<file path="src/rtl/pirq_pkg.sv">
package pirq_pkg;
  localparam int PIRQ_N   = 4;
  localparam int PIRQ_W   = $clog2(PIRQ_N);
  localparam int PINS_PER = 4;

  // Shared line for a pin of a slot: (pin + slot - 1) mod 4
  function automatic logic [PIRQ_W-1:0] rot_line(input int slot, input int pin);
    return PIRQ_W'((pin + slot + PIRQ_N - 1) % PIRQ_N);
  endfunction
endpackage

</file>
<file path="src/rtl/pirq_swizzle.sv">
module pirq_swizzle
  import pirq_pkg::*;
#(
  parameter int NUM_SLOTS = 32
) (
  input  logic [NUM_SLOTS*PINS_PER-1:0] dev_int_i,
  output logic [PIRQ_N-1:0]             pirq_lvl_o
);
  // Fold every slot's pins onto the shared lines
  always_comb begin
    pirq_lvl_o = '0;
    for (int s = 0; s < NUM_SLOTS; s++) begin
      for (int n = 0; n < PINS_PER; n++) begin
        pirq_lvl_o[rot_line(s, n)] = pirq_lvl_o[rot_line(s, n)] | dev_int_i[s*PINS_PER+n];
      end
    end
  end
endmodule

</file>
<file path="src/rtl/pirq_route_regs.sv">
module pirq_route_regs
  import pirq_pkg::*;
#(
  parameter int AW        = 8,
  parameter int DW        = 8,
  parameter int BASE      = 'h60,
  parameter int RESET_VAL = 'h80
) (
  input  logic                     clk,
  input  logic                     rst,
  input  logic                     cfg_we,
  input  logic [AW-1:0]            cfg_addr,
  input  logic [DW-1:0]            cfg_wdata,
  output logic [PIRQ_N-1:0][DW-1:0] route_nx_o,
  output logic [DW-1:0]            cfg_rdata,
  output logic                     route_chg_o
);
  localparam logic [AW-1:0] LO = AW'(BASE);
  localparam logic [AW-1:0] HI = AW'(BASE + PIRQ_N - 1);

  logic [PIRQ_N-1:0][DW-1:0] route_q;
  logic                      hit;
  logic [PIRQ_W-1:0]         idx;
  logic                      wr_hit;

  assign hit    = (cfg_addr >= LO) && (cfg_addr <= HI);
  assign idx    = PIRQ_W'(cfg_addr - LO);
  assign wr_hit = cfg_we && hit;

  // Post-write routing, forwarded so the level grid sees it in the same edge
  always_comb begin
    route_nx_o = route_q;
    if (wr_hit) route_nx_o[idx] = cfg_wdata;
  end

  always_ff @(posedge clk) begin
    if (rst) begin
      route_q     <= {PIRQ_N{DW'(RESET_VAL)}};
      route_chg_o <= 1'b0;
      cfg_rdata   <= '0;
    end else begin
      route_q     <= route_nx_o;
      route_chg_o <= wr_hit;
      cfg_rdata   <= hit ? route_q[idx] : '0;
    end
  end

  assert_reset_routes_R8: assert property (@(posedge clk)
    rst |=> (route_q == {PIRQ_N{DW'(RESET_VAL)}}) && !route_chg_o);

  assert_pulse_from_write_R7: assert property (@(posedge clk) disable iff (rst)
    route_chg_o |-> $past(cfg_we) && ($past(cfg_addr) >= LO) && ($past(cfg_addr) <= HI));

  assert_other_write_ignored_R3: assert property (@(posedge clk) disable iff (rst)
    (cfg_we && !hit) |=> $stable(route_q) && !route_chg_o);
endmodule

</file>
<file path="src/rtl/pirq_level_map.sv">
module pirq_level_map
  import pirq_pkg::*;
#(
  parameter int NUM_IRQS = 16,
  parameter int DW       = 8
) (
  input  logic                      clk,
  input  logic                      rst,
  input  logic [PIRQ_N-1:0][DW-1:0] route_i,
  input  logic [PIRQ_N-1:0]         pirq_lvl_i,
  output logic [NUM_IRQS-1:0]       irq_o
);
  localparam int VEC_W = NUM_IRQS * PIRQ_N;

  logic [VEC_W-1:0] vec_q, vec_d;

  // Grid bit irq*4+pirq: PIRQ active and routed to that interrupt
  always_comb begin
    for (int i = 0; i < NUM_IRQS; i++) begin
      for (int p = 0; p < PIRQ_N; p++) begin
        vec_d[i*PIRQ_N+p] = pirq_lvl_i[p] && (route_i[p] == DW'(i));
      end
    end
  end

  always_ff @(posedge clk) begin
    if (rst) vec_q <= '0;
    else     vec_q <= vec_d;
  end

  for (genvar i = 0; i < NUM_IRQS; i++) begin : g_out
    assign irq_o[i] = |vec_q[i*PIRQ_N +: PIRQ_N];
  end

  for (genvar p = 0; p < PIRQ_N; p++) begin : g_col
    logic [NUM_IRQS-1:0] col;
    for (genvar i = 0; i < NUM_IRQS; i++) begin : g_bit
      assign col[i] = vec_q[i*PIRQ_N+p];
    end

    assert_one_line_per_pirq_R5: assert property (@(posedge clk) disable iff (rst)
      $onehot0(col));

    assert_disabled_silent_R4: assert property (@(posedge clk) disable iff (rst)
      ($past(route_i[p]) >= DW'(NUM_IRQS)) |-> (col == '0));
  end

  assert_reset_quiet_R8: assert property (@(posedge clk)
    rst |=> (irq_o == '0));
endmodule

</file>
<file path="src/rtl/pirq_router.sv">
module pirq_router
  import pirq_pkg::*;
#(
  parameter int NUM_SLOTS  = 32,
  parameter int NUM_IRQS   = 16,
  parameter int AW         = 8,
  parameter int DW         = 8,
  parameter int ROUTE_BASE = 'h60,
  parameter int ROUTE_RST  = 'h80
) (
  input  logic                          clk,
  input  logic                          rst,
  input  logic [NUM_SLOTS*PINS_PER-1:0] dev_int_i,
  input  logic                          cfg_we,
  input  logic [AW-1:0]                 cfg_addr,
  input  logic [DW-1:0]                 cfg_wdata,
  output logic [DW-1:0]                 cfg_rdata,
  output logic [NUM_IRQS-1:0]           irq_o,
  output logic                          route_chg_o
);
  logic [PIRQ_N-1:0]         pirq_lvl;
  logic [PIRQ_N-1:0][DW-1:0] route_nx;

  pirq_swizzle #(.NUM_SLOTS(NUM_SLOTS)) u_swz (
    .dev_int_i (dev_int_i),
    .pirq_lvl_o(pirq_lvl)
  );

  pirq_route_regs #(
    .AW(AW), .DW(DW), .BASE(ROUTE_BASE), .RESET_VAL(ROUTE_RST)
  ) u_regs (
    .clk        (clk),
    .rst        (rst),
    .cfg_we     (cfg_we),
    .cfg_addr   (cfg_addr),
    .cfg_wdata  (cfg_wdata),
    .route_nx_o (route_nx),
    .cfg_rdata  (cfg_rdata),
    .route_chg_o(route_chg_o)
  );

  pirq_level_map #(.NUM_IRQS(NUM_IRQS), .DW(DW)) u_map (
    .clk       (clk),
    .rst       (rst),
    .route_i   (route_nx),
    .pirq_lvl_i(pirq_lvl),
    .irq_o     (irq_o)
  );
endmodule

</file>
<file path="config.mk">
export PLATFORM = sky130hd
export DESIGN_NAME = pirq_router
export DESIGN_NICKNAME = d
export VERILOG_FILES = /design/src/rtl/pirq_pkg.sv /design/src/rtl/pirq_swizzle.sv /design/src/rtl/pirq_route_regs.sv /design/src/rtl/pirq_level_map.sv /design/src/rtl/pirq_router.sv
export SDC_FILE = /design/constraint.sdc
export NUM_CORES = 1
export LEC_CHECK = 0
export CAP_MARGIN = 5
export CORE_MARGIN = 2
export CORE_UTILIZATION = 35
export CTS_BUF_LIST = sky130_fd_sc_hd__clkbuf_16
export DETAILED_ROUTE_END_ITERATION = 7
export DONT_BUFFER_PORTS = 1
export PLACE_DENSITY = 0.6
export SLEW_MARGIN = 20
export SYNTH_ARGS = -nofsm -noshare
export SYNTH_HDL_FRONTEND = slang
export SYNTH_SLANG_ARGS = --single-unit
</file>
<file path="constraint.sdc">
create_clock -name clk -period 1.84 [get_ports clk]
set_input_delay 0.184 -clock clk [delete_from_list [all_inputs] [get_ports clk]]
set_output_delay 0.184 -clock clk [all_outputs]
set_load 0.01 [all_outputs]
</file>
* Word-level counts from Yosys, hierarchy flattened *
Index checks and enable logic that the tools add are counted.

cells by class
  eq/ne operators = 60
  bitwise logic cells = 125
  reductions and logical operators = 88
  magnitude comparators = 4
  add/subtract/negate cells = 1
  muxes and demuxes = 6

operator list
  operator                                              count
  == test 8 x 4 -> 1 bit (second input constant)        32
  == test 8 x 3 -> 1 bit (second input constant)        16
  bitwise OR 1 bit                                      124
  logical AND 1 bit                                     67
  == test 8 x 2 -> 1 bit (second input constant)        8
  OR reduction 4 bit                                    16
  bitwise mux 32 bit                                    1
  == test 8 x 1 -> 1 bit (second input constant)        4
  zero test 8 bit                                       4
  two-way mux 32 bit                                    1
  binary-select mux 8 bit (select 2 bit)                1
  demux 8 bit (select 2 bit)                            1
  two-way mux 8 bit                                     2
  >= comparator 8 x 7 -> 1 bit (second input constant)  1
  <= comparator 8 x 7 -> 1 bit (second input constant)  1
  < comparator 2 x 3 -> 1 bit (second input constant)   1
  >= comparator 2 x 1 -> 1 bit (second input constant)  1
  OR reduction 2 bit                                    1
  subtractor 2 x 1 -> 2 bit (second input constant)     1
  inverter 1 bit                                        1

word-level totals
  logic and storage cells = 291
  flip-flop bits (word level) = 105
  output and inout port bits = 25
  input bits = 147

* Longest topological paths before layout *
Gate-level depths: netlist of the first run.

  depth in word-level cells = 32
  gate-level depth with buffers = 6
  gate-level depth less buffers = 4

* Hierarchy *
A second synthesis of the first run with hierarchy kept.

second synthesis, totals
  cells, all modules = 412
  area total of the unflattened synthesis = 4596.9 um^2

modules (own cells, without submodules)
  module           cells an instance  sequential area each (um^2)  area each (um^2)  instances
  pirq_route_regs  183                820.8                        2174.6            1
  pirq_level_map   185                1281.2                       2122.0            1
  pirq_swizzle     44                 0.0                          300.3             1

* Worst setup path after synthesis of the first run *
No wires, ideal clock.

  path type = register -> register
  start = reg u_regs.route_q[29] (netlist name)
  end = reg u_map.vec_q[59]
  stages on the path, launching flop included = 5
  library setup time = 0.079 ns
  slack = 0.275 ns
  data arrival time = 1.485 ns
  path buffers = 0
  data required time = 1.761 ns
  period minus slack after synthesis = 1.565 ns
  cells stage by stage = dfxtp_1 > or4b_2 > a31oi_1 > o221ai_2 > nor3_1

on the way
  longest elaborated chain between the ends = 4

RTL lines
  item                      line                   source
  start: declaration        pirq_route_regs.sv:21  logic [PIRQ_N-1:0][DW-1:0] route_q;
  start signal: assignment  pirq_route_regs.sv:38  route_q <= {PIRQ_N{DW'(RESET_VAL)}};
  start signal: assignment  pirq_route_regs.sv:42  route_q <= route_nx_o;
  bitwise mux 32 bit        pirq_route_regs.sv:33  if (wr_hit) route_nx_o[idx] = cfg_wdata;
  two-way mux 32 bit *      pirq_route_regs.sv:33
  == test 8 x 4 -> 1 bit *  pirq_level_map.sv:21   vec_d[i*PIRQ_N+p] = pirq_lvl_i[p] && (route_i[p] == DW'(i));
  logical AND 1 bit *       pirq_level_map.sv:21
  end signal: assignment    pirq_level_map.sv:28   else vec_q <= vec_d;
  end: declaration          pirq_level_map.sv:15   logic [VEC_W-1:0] vec_q, vec_d;

Mark *: on every way between the ends. The rest lies on a longest branch, timed or not.
A chain may end at the register's enable or synchronous reset.

* Final worst setup path of the first run *
  start = reg u_regs.route_q[26] (netlist name)
  end = reg u_map.vec_q[31]

on the way
  longest elaborated chain between the ends = 4

RTL lines
  item                      line
  bitwise mux 32 bit        pirq_route_regs.sv:33
  two-way mux 32 bit *      pirq_route_regs.sv:33
  == test 8 x 3 -> 1 bit *  pirq_level_map.sv:21
  logical AND 1 bit *       pirq_level_map.sv:21

Marks and branches as above.

==> results of run 1 <==
==> worst max path at each step <==
stage                                 end  slack, ns  cells after the start
final                     u_map.vec_q[31]       0.05                      4
after global routing      u_map.vec_q[31]      -0.02                      4
after CTS                  u_map.vec_q[8]     -0.001                      4
after detailed placement  u_map.vec_q[56]      -0.02                      4
after global placement    u_map.vec_q[44]      -0.02                      4
after floorplan           u_map.vec_q[59]       0.28                      4
==> stage by stage <==
| step | util [%] | hold WS [ns] | worst slack (ns) | power (mW) |
|---|---|---|---|---|
| after floorplan | - | 0.2962 | 0.2754 | 2.436 |
| after global placement | 37.96 | 0.2621 | -0.01582 | 2.429 |
| after detailed placement | 37.96 | 0.2630 | -0.02191 | 2.430 |
| after CTS | 41.22 | 0.1207 | -0.001402 | 4.400 |
| after global routing | 41.98 | 0.1366 | -0.01818 | 4.506 |
| final | 41.98 | 0.1248 | 0.04878 | 4.382 |
==> kinds of logic (layout without fill, tap and decap cells) <==
group                  count (synthesis)  in the layout  synth area share, %
muxes                                 38             38                10.85
DFF                                  105            105                46.74
buffers and inverters                 28             53                2.782
AOI/OAI and AO/OA                     42             42                5.426
other                                  0              2                    0
and+or+nand+nor                      273            273                34.20
==> power breakdown <==
group          total, mW  switching, mW  internal (mW)  leakage, nW
Clock               1.96          0.890           1.07        0.147
Combinational      0.151         0.0896         0.0619        0.875
Sequential          2.27        0.00144           2.27        0.845
==> what timing repair did <==
item                       4_1_cts  5_1_grt
pin swaps                        0        1
resized for setup                0       15
hold endpoints to repair        33        0
hold buffers                    11        0
setup endpoints to repair        1       17
==> routing by layer <==
metal	GRT usage, %	vias up	share of wire [%]	wire (um)
li1	-	1870	-	-
met1	28.30	1913	41	6237
met2	34.39	240	47	7153
met3	6.128	27	9.9	1527
met4	7.907	0	2.9	453
met5	0	-	0	0
==> worst reg2reg max path: stages (launching register included) <==
cell and delay, ns:
dfxtp_1 0.39, or4b_2 0.67, a31oi_4 0.21, o221ai_4 0.21, nor3_2 0.24
==> flip-flops by register name, indices dropped and copies added (netlist names) <==
register and flops:
u_regs.route_chg_o 1, u_map.vec_q 64, u_regs.cfg_rdata 8, u_regs.route_q 32
==> area by class of cell <==
class                           count  area [um2]  area share, %
Clock buffer                        9       225.2          4.268
Timing Repair Buffer               34       285.3          5.407
Tap cell                          172       215.2          4.079
Clock inverter                      7       75.07          1.423
Inverter                            3       11.26         0.2134
Antenna cell                        2       5.005        0.09485
Multi-Input combinational cell    353        2357          44.68
Sequential cell                   105        2102          39.84
==> Yosys cell counts, drive strengths merged (3+ instances only) <==
| master | count | area (um2) |
|---|---|---|
| nand3 | 8 | 50.05 |
| a21oi | 29 | 145.1 |
| dfxtp | 105 | 2102 |
| nor2 | 15 | 56.30 |
| clkbuf | 14 | 52.55 |
| mux4 | 8 | 180.2 |
| nor4 | 72 | 462.9 |
| o21ai | 4 | 20.02 |
| nand4 | 8 | 50.05 |
| o221ai | 3 | 38.79 |
| mux2i | 24 | 240.2 |
| buf | 11 | 61.31 |
| nand2b | 3 | 18.77 |
| a31oi | 5 | 31.28 |
| nand2 | 73 | 274.0 |
| nor2b | 28 | 175.2 |
| nor3 | 35 | 197.7 |
| or4 | 19 | 142.6 |
| mux2 | 6 | 67.56 |
| inv | 3 | 11.26 |
==> metrics.csv, run 1 <==
stage;metric;value;unit
yosys;number of warnings printed during yosys synthesis;0;
run;max-cap violation count;0;
floorplan;number of rows created at floorplan;41;
grt;Tot GR Track Use;21.72;%
floorplan;I/O pin count;172;
drt;Iter 0 DRT Violations;294;
floorplan;height of the chip;117.4;um
floorplan;core area;0.01257;mm2
sta;Slew Limit Headroom;27.59;%
sta;total count of hold-check failures in the final report;0;
finish;leading cell type in the layout, fill and taps excluded;dfxtp_1;
placement;standard cell area after detailed placement;0.004771;mm2
drt;per-cell routed wire length;22.44;um
grt;maximum number of pins on one net before global-route repair;29;
pwr;cell area power density;830.5;mW/mm2
worst_setup_path;Worst R2R Path Depth;4;
clock_tree;clk_lat worst skew;0.36;ns
finish;number of cells in the finished layout apart from fillers;685;
yosys;EDFF count, synth;0;
worst_setup_path;Worst Setup Start Kind;register;
clock_tree;total number of clock tree sinks;105;
worst_setup_path;Worst Path Arrival;2.07;ns
hold_path;instance count along the most critical hold path;2;
worst_setup_path;type of the setup path with the least slack;reg2reg;
yosys;number of storage elements in the synthesis netlist;105;
drt;overall via count from detail_route;4050;
sta;final count of pins violating max slew;0;
clock_tree;CTS tree;done;
placement;# placed instances;656;
clock_tree;clock root cell;clkbuf_16;
yosys;syn_area_per_cell;9.253;um2
finish;number of nets in the final layout;653;
finish;area growth from synthesis to final layout;17.33;%
grt;via count of the first global-routing pass;3901;
yosys;Cells after Synth;486;
drt;Pre-antenna DRT Iters;5;
finish;summed area of non-filler cells in the final layout;0.005276;mm2
yosys;Post-Syn Area;0.004497;mm2
sta;Setup Skew;0.007914;ns
yosys;nets in the synthesized netlist;633;
worst_setup_path;Worst Setup SP;u_regs.route_q[26];
hold_path;capture endpoint of the worst hold path;u_regs.cfg_rdata[2];
worst_setup_path;critical path buffer and inverter count;0;
pwr;Lkg Pwr;1.868;nW
hold_path;start point of the worst hold path;cfg_addr[0];
pwr;maximum VDD drop;0.0004968;V
yosys;share of async-settable or async-resettable flops after synthesis;0;%
finish;share of cells above drive strength 1;14.29;%
drt;antenna-violating nets left;0;
clock_tree;number of buffers inserted to repair setup after CTS;0;
finish;count of filler cells inserted in the layout;1228;
worst_setup_path;endpoint of the worst register-to-register path;u_map.vec_q[31];
floorplan;Die Area;0.01377;mm2
sta;Worst-Margin Slew;1.086;ns
placement;DP HPWL;11750;um
worst_setup_path;cell with the largest stage delay on the worst path;or4b_2;
yosys;dominant synthesized flop cell;dfxtp_1;
drt;DRC viols;0;
clock_tree;Clk pin slew, worst setup/hold paths;0.07;ns
grt;leftover overflow at the end of global routing;0;
sta;accumulated negative setup slack;0;ns
sta;final critical-path share of the clock period;97.35;%
hold_path;kind of path behind the tightest hold check;in2reg;
yosys;Cell variety after synth;36;
worst_setup_path;cells along the critical path;or4b_2, a31oi_4, o221ai_4, nor3_2;
worst_setup_path;Crit Reg-Reg Startpoint;u_regs.route_q[26];
worst_setup_path;worst-path fanout max;8;
floorplan;die width;117.4;um
worst_setup_path;Crit. End Element;register;
worst_setup_path;maximum single-stage delay on the critical path;0.67;ns
placement;Port Buffers;0;
grt;wire length of the first global-routing pass;22500;um
sta;Final min period;1.791;ns
worst_setup_path;CP delay by family, top;simple AND/OR/NAND/NOR gates;
sta;highest attainable clock frequency;558.3;MHz
drt;drt total wl;15370;um
status;result of the run;completed;
worst_setup_path;worst reg-to-reg setup slack;0.05;ns
floorplan;starting utilization of the core area;35.78;%
clock_tree;total clock buffers created by CTS;9;
drt;detail-routed via count per cell;5.912;
grt;initial antenna violation count;2;
placement;GPL Wtd Cong;0.9356;
clock_tree;buffers from clock root to sink, at most;2;
clock_tree;number of levels in the clock H-tree;3;
worst_setup_path;critical path required time;2.12;ns
yosys;sequential area share after synthesis;46.74;%
sta;number of failing setup endpoints in the final timing report;0;
finish;most frequent cells in the layout;105 x dfxtp_1, 73 x nand2_1, 66 x nor4_1;
Power figures use the tool's default switching activity.
==> inputs of run 2 (changes only) <==
--- a/config.mk
+++ b/config.mk
@@ -6,7 +6,6 @@
 export NUM_CORES = 1
 export LEC_CHECK = 0
 export CAP_MARGIN = 5
-export CORE_MARGIN = 2
 export CORE_UTILIZATION = 35
 export CTS_BUF_LIST = sky130_fd_sc_hd__clkbuf_16
 export DETAILED_ROUTE_END_ITERATION = 7
==> metrics.csv, run 2 (synthesized netlist as in run 1, its figures left out) <==
stage;metric;value;unit;change
worst_setup_path;type of the setup path with the least slack;reg2reg;;
pwr;maximum VDD drop;0.0004927;V;-0.83%
clock_tree;clock root cell;clkbuf_16;;
grt;Tot GR Track Use;23.13;%;+1.4 points
grt;maximum number of pins on one net before global-route repair;29;;unchanged
grt;leftover overflow at the end of global routing;0;;unchanged
sta;Slew Limit Headroom;25.28;%;-2.3 points
sta;Setup Skew;0.005453;ns;-0.002461 ns
sta;Final min period;1.853;ns;+0.06202 ns
grt;via count of the first global-routing pass;3859;;-1.1%
finish;count of filler cells inserted in the layout;1227;;-0.081%
placement;DP HPWL;11700;um;-0.40%
worst_setup_path;worst-path fanout max;8;;unchanged
grt;wire length of the first global-routing pass;22110;um;-1.7%
pwr;Lkg Pwr;1.862;nW;-0.27%
drt;per-cell routed wire length;21.91;um;-2.4%
finish;number of nets in the final layout;653;;unchanged
sta;highest attainable clock frequency;539.6;MHz;-3.3%
hold_path;kind of path behind the tightest hold check;in2reg;;
clock_tree;clk_lat worst skew;0.36;ns;about the same
worst_setup_path;critical path required time;2.11;ns;about the same
floorplan;starting utilization of the core area;35.78;%;unchanged
floorplan;die width;115.4;um;-1.7%
finish;area growth from synthesis to final layout;16.69;%;
floorplan;height of the chip;115.4;um;-1.7%
finish;Reg area;0.002102;mm2;unchanged
clock_tree;number of buffers inserted to repair setup after CTS;0;;unchanged
clock_tree;number of levels in the clock H-tree;3;;unchanged
floorplan;core area;0.01257;mm2;unchanged
clock_tree;CTS tree;done;;
finish;largest reg by FF count;u_map.vec_q;;
sta;final critical-path share of the clock period;100.7;%;+3.4 points
finish;share of cells above drive strength 1;13.31;%;-0.98 points
status;failing checks;setup timing;;
drt;Iter 0 DRT Violations;437;;+49%
finish;most frequent cells in the layout;105 x dfxtp_1, 73 x nand2_1, 70 x nor4_1;;
sta;number of failing setup endpoints in the final timing report;2;;+2
finish;multi-input combinational cell area;0.002316;mm2;-1.8%
placement;GPL Wtd Cong;0.8960;;-4.2%
floorplan;Die Area;0.01331;mm2;-3.4%
placement;Port Buffers;0;;unchanged
pwr;cell area power density;841.6;mW/mm2;+1.3%
drt;overall via count from detail_route;4027;;-0.57%
worst_setup_path;Worst Path Arrival;2.12;ns;+0.05 ns
clock_tree;buffers from clock root to sink, at most;2;;unchanged
drt;drt total wl;15030;um;-2.2%
finish;Largest regs;u_map.vec_q: 64 flops, u_regs.route_q: 32 flops, u_regs.cfg_rdata: 8 flops;;
drt;antenna-violating nets left;0;;unchanged
placement;standard cell area after detailed placement;0.004778;mm2;+0.16%
floorplan;I/O pin count;172;;unchanged
worst_setup_path;Worst Setup Start Kind;register;;
sta;final setup slack of the worst path;-0.01325;ns;-0.06202 ns
sta;final count of pins violating max slew;0;;unchanged
clock_tree;total number of clock tree sinks;105;;unchanged
status;result of the run;finished, violations left;;
finish;leading cell type in the layout, fill and taps excluded;dfxtp_1;;
sta;total count of hold-check failures in the final report;0;;unchanged
sta;accumulated negative setup slack;-0.01857;ns;-0.01857 ns
sta;Worst-Margin Slew;1.117;ns;+0.03094 ns
drt;DRC viols;0;;unchanged
clock_tree;Clk pin slew, worst setup/hold paths;0.07;ns;about the same
drt;detail-routed via count per cell;5.870;;-0.71%
floorplan;number of rows created at floorplan;41;;unchanged
finish;post-layout utilization of the core;41.75;%;-0.23 points
grt;initial antenna violation count;3;;+1
finish;summed area of non-filler cells in the final layout;0.005248;mm2;-0.55%
run;max-cap violation count;0;;unchanged
drt;Pre-antenna DRT Iters;6;;+1
worst_setup_path;Crit. End Element;register;;
clock_tree;total clock buffers created by CTS;9;;unchanged
finish;number of flip-flops under the largest register name;64;;unchanged
==> run 2: cell types whose count changed in the layout (fill, tap and decap cells not counted), moves of 2 or more <==
cell    previous run  this run
nor3_1            27        29
nor4_1            66        70
nor4_2             6         2
inv_6              2         0
nor3_2             6         4
==> run 2: repair_timing <==
action,4_1_cts,5_1_grt
endpoints found under the hold margin,33,0
hold buffers,10,0
gates resized for setup,0,7
endpoints found under the setup margin,0,6
==> run 2: worst max-delay path, stage by stage (launching register included) <==
cell and delay (ns):
dfxtp_1 0.34, or4b_2 0.72, a31oi_4 0.22, o221ai_4 0.21, nor3_1 0.27
==> run 2: per-layer routing <==
layer,GRT usage [%],part of all wire (%)
met1,29.92,42
met2,36.69,46
met3,5.113,8.8
met4,10.82,3.2
met5,0,0
==> run 2: layout make-up <==
| type | instances | area share (%) |
|---|---|---|
| Antenna cell | 3 | 0.1431 |
| Multi-Input combinational cell | 353 | 44.13 |
| Clock inverter | 7 | 1.717 |
| Tap cell | 172 | 4.101 |
| Inverter | 3 | 0.2146 |
| Sequential cell | 105 | 40.06 |
| Timing Repair Buffer | 34 | 5.341 |
| Clock buffer | 9 | 4.292 |
==> run 2: final timing paths <==
path / to / cells after the start / slack [ns] / start
min: u_regs.cfg_rdata[4] / 2 / 0.14 / cfg_addr[1]
min reg2reg: u_regs.route_q[4] / 2 / 0.48 / u_regs.route_q[4]
max: u_map.vec_q[31] / 4 / -0.01 / u_regs.route_q[29]
max reg2reg: u_map.vec_q[31] / 4 / -0.01 / u_regs.route_q[29]
==> run 2: where the power goes <==
part	switching (mW)	total [mW]	leakage [nW]	internal (mW)
clock network	0.909	1.99	0.154	1.09
registers	0.00143	2.27	0.845	2.27
logic	0.0874	0.149	0.863	0.0612
==> run 2: per-stage QoR <==
step	hold WS (ns)	instances	power (mW)	setup WS, ns
final	0.1350	686	4.416	-0.01325
after global routing	0.1381	686	4.547	-0.01157
after CTS	0.1291	683	4.434	0.02255
after detailed placement	0.2671	657	2.431	0.04893
after global placement	0.2642	657	2.428	0.1086
after floorplan	0.2962	486	2.436	0.2754
==> inputs of run 3 (changes only) <==
--- a/config.mk
+++ b/config.mk
@@ -8,10 +8,11 @@
 export CAP_MARGIN = 5
 export CORE_UTILIZATION = 35
 export CTS_BUF_LIST = sky130_fd_sc_hd__clkbuf_16
+export CTS_CLUSTER_DIAMETER = 150
 export DETAILED_ROUTE_END_ITERATION = 7
 export DONT_BUFFER_PORTS = 1
 export PLACE_DENSITY = 0.6
-export SLEW_MARGIN = 20
+export SLEW_MARGIN = 40
 export SYNTH_ARGS = -nofsm -noshare
 export SYNTH_HDL_FRONTEND = slang
 export SYNTH_SLANG_ARGS = --single-unit
==> constraint.sdc (replaced) <==
create_clock -name clk -period 1.88 [get_ports clk]
set_input_delay 0.188 -clock clk [delete_from_list [all_inputs] [get_ports clk]]
set_output_delay 0.188 -clock clk [all_outputs]
set_load 0.01 [all_outputs]
==> metrics.csv, run 3 (synthesized netlist as in run 1, its figures left out) <==
stage;metric;value;unit;change
drt;antenna-violating nets left;0;;unchanged
finish;share of cells above drive strength 1;14.76;%;+1.5 points
grt;initial antenna violation count;2;;-1
sta;highest attainable clock frequency;544.7;MHz;+0.94%
sta;final critical-path share of the clock period;97.66;%;-3.1 points
sta;Setup Skew;0.009759;ns;+0.004305 ns
worst_setup_path;type of the setup path with the least slack;reg2reg;;
pwr;maximum VDD drop;0.0003994;V;-19%
clock_tree;clock root cell;clkbuf_16;;
sta;final count of pins violating max slew;0;;unchanged
drt;detail-routed via count per cell;5.852;;-0.31%
floorplan;die width;115.4;um;unchanged
pwr;net load switching power;1.010;mW;+1.2%
sta;total count of hold-check failures in the final report;0;;unchanged
placement;GPL Wtd Cong;0.9440;;+5.4%
drt;overall via count from detail_route;4032;;+0.12%
drt;DRC viols;0;;unchanged
finish;area growth from synthesis to final layout;17.42;%;
drt;Iter 0 DRT Violations;374;;-14%
floorplan;core area;0.01257;mm2;unchanged
pwr;switch share;23.15;%;+0.55 points
worst_setup_path;Worst Setup Start Kind;register;;
drt;drt total wl;15380;um;+2.3%
worst_setup_path;worst-path fanout max;8;;unchanged
grt;Tot GR Track Use;23.55;%;+0.42 points
clock_tree;clk_lat worst skew;0.36;ns;about the same
grt;wire length of the first global-routing pass;22340;um;+1.0%
drt;per-cell routed wire length;22.33;um;+1.9%
clock_tree;Clk pin slew, worst setup/hold paths;0.07;ns;about the same
pwr;Internal Dissipation;3.355;mW;-1.9%
clock_tree;total clock buffers created by CTS;9;;unchanged
grt;via count of the first global-routing pass;3785;;-1.9%
placement;pre-CTS setup slack;-0.04618;ns;-0.09510 ns
placement;DP HPWL;11930;um;+2.0%
sta;worst hold slack after final layout;0.1401;ns;+0.005084 ns
grt;leftover overflow at the end of global routing;0;;unchanged
clock_tree;CTS tree;done;;
sta;Worst-Margin Slew;0.5687;ns;-0.5485 ns
worst_setup_path;Worst Path Arrival;2.10;ns;-0.02 ns
finish;number of flip-flops under the largest register name;64;;unchanged
drt;Pre-antenna DRT Iters;5;;-1
finish;most frequent cells in the layout;105 x dfxtp_1, 73 x nand2_1, 69 x nor4_1;;
clock_tree;total number of clock tree sinks;105;;unchanged
placement;standard cell area after detailed placement;0.004808;mm2;+0.63%
placement;Port Buffers;0;;unchanged
finish;number of nets in the final layout;657;;+0.61%
finish;summed area of non-filler cells in the final layout;0.005280;mm2;+0.62%
pwr;Comb pwr share;3.3;%;about the same
status;result of the run;completed;;
pwr;Lkg Pwr;1.882;nW;+1.1%
pwr;cell area power density;826.7;mW/mm2;-1.8%
floorplan;number of rows created at floorplan;41;;unchanged
sta;Slew Limit Headroom;62.09;%;+37 points
floorplan;height of the chip;115.4;um;unchanged
clock_tree;buffers from clock root to sink, at most;2;;unchanged
pwr;Seq pwr share;50.9;%;-0.6 points
sta;Final min period;1.836;ns;-0.01733 ns
hold_path;kind of path behind the tightest hold check;in2reg;;
floorplan;Die Area;0.01331;mm2;unchanged
floorplan;I/O pin count;172;;unchanged
finish;largest reg by FF count;u_map.vec_q;;
grt;maximum number of pins on one net before global-route repair;29;;unchanged
floorplan;starting utilization of the core area;35.78;%;unchanged
finish;leading cell type in the layout, fill and taps excluded;dfxtp_1;;
pwr;clock network power share;45.7;%;+0.5 points
sta;accumulated negative setup slack;0;ns;+0.01857 ns
finish;Largest regs;u_map.vec_q: 64 flops, u_regs.route_q: 32 flops, u_regs.cfg_rdata: 8 flops;;
worst_setup_path;Crit. End Element;register;;
clock_tree;number of levels in the clock H-tree;3;;unchanged
sta;number of failing setup endpoints in the final timing report;0;;-2
run;max-cap violation count;0;;unchanged
worst_setup_path;critical path required time;2.14;ns;+0.03 ns
sta;final setup slack of the worst path;0.04408;ns;+0.05733 ns
run 3: worst paths after layout:
kind	startpoint	endpoint	slack [ns]	cells past startpoint
setup / recovery	u_regs.route_q[29]	u_map.vec_q[51]	0.04	4
hold / removal	cfg_addr[1]	u_regs.cfg_rdata[7]	0.14	2
setup reg to reg	u_regs.route_q[29]	u_map.vec_q[51]	0.04	4
hold reg to reg	u_regs.route_q[5]	u_regs.route_q[5]	0.48	2
run 3: critical path, stage by stage, from the launching register on:
cell and delay [ns]:
dfxtp_1 0.34, or4b_2 0.69, a31oi_2 0.25, o221ai_4 0.21, nor3_2 0.26
run 3: per-layer routing:
metal	vias to the layer above	track usage [%]	wire length, um
met3	15	3.901	1232
met4	0	7.273	218
li1	1880	-	-
met1	1909	30.71	6440
met5	-	0	0
met2	228	39.72	7492
run 3: layout make-up:
class | count | area (um2)
clock inverters | 7 | 95.09
diodes | 2 | 5.005
multi-input cells | 353 | 2321
fillers | 1245 | 7288
flip-flops and latches | 105 | 2102
inverters | 3 | 11.26
well taps | 172 | 215.2
repair buffers | 38 | 305.3
clock buffers | 9 | 225.2
run 3: stage by stage:
| stage | utilization [%] | std cells | power [mW] |
|---|---|---|---|
| final | 42.01 | 689 | 4.365 |
| after CTS | 41.69 | 687 | 4.383 |
| after global routing | 42.01 | 689 | 4.479 |
| after floorplan | - | 486 | 2.384 |
| after global placement | 38.26 | 661 | 2.377 |
| after detailed placement | 38.26 | 661 | 2.379 |
run 3: repair_timing:
| item | in CTS | in global routing |
|---|---|---|
| setup endpoints to repair | 2 | 10 |
| pin swaps | 0 | 1 |
| setup buffers | 0 | 0 |
| resized for setup | 2 | 6 |
| hold buffers | 10 | 0 |
| hold endpoints to repair | 33 | 0 |
run 3: power by group through the flow:
stage          Sequential, mW  Clock, mW  Combinational (mW)
3_5_place_dp             2.28          0               0.103
2_1_floorplan            2.28          0               0.108
3_3_place_gp             2.28          0               0.101
5_1_grt                  2.22       2.10               0.155
6_report                 2.22       2.00               0.146
4_1_cts                  2.22       2.02               0.143
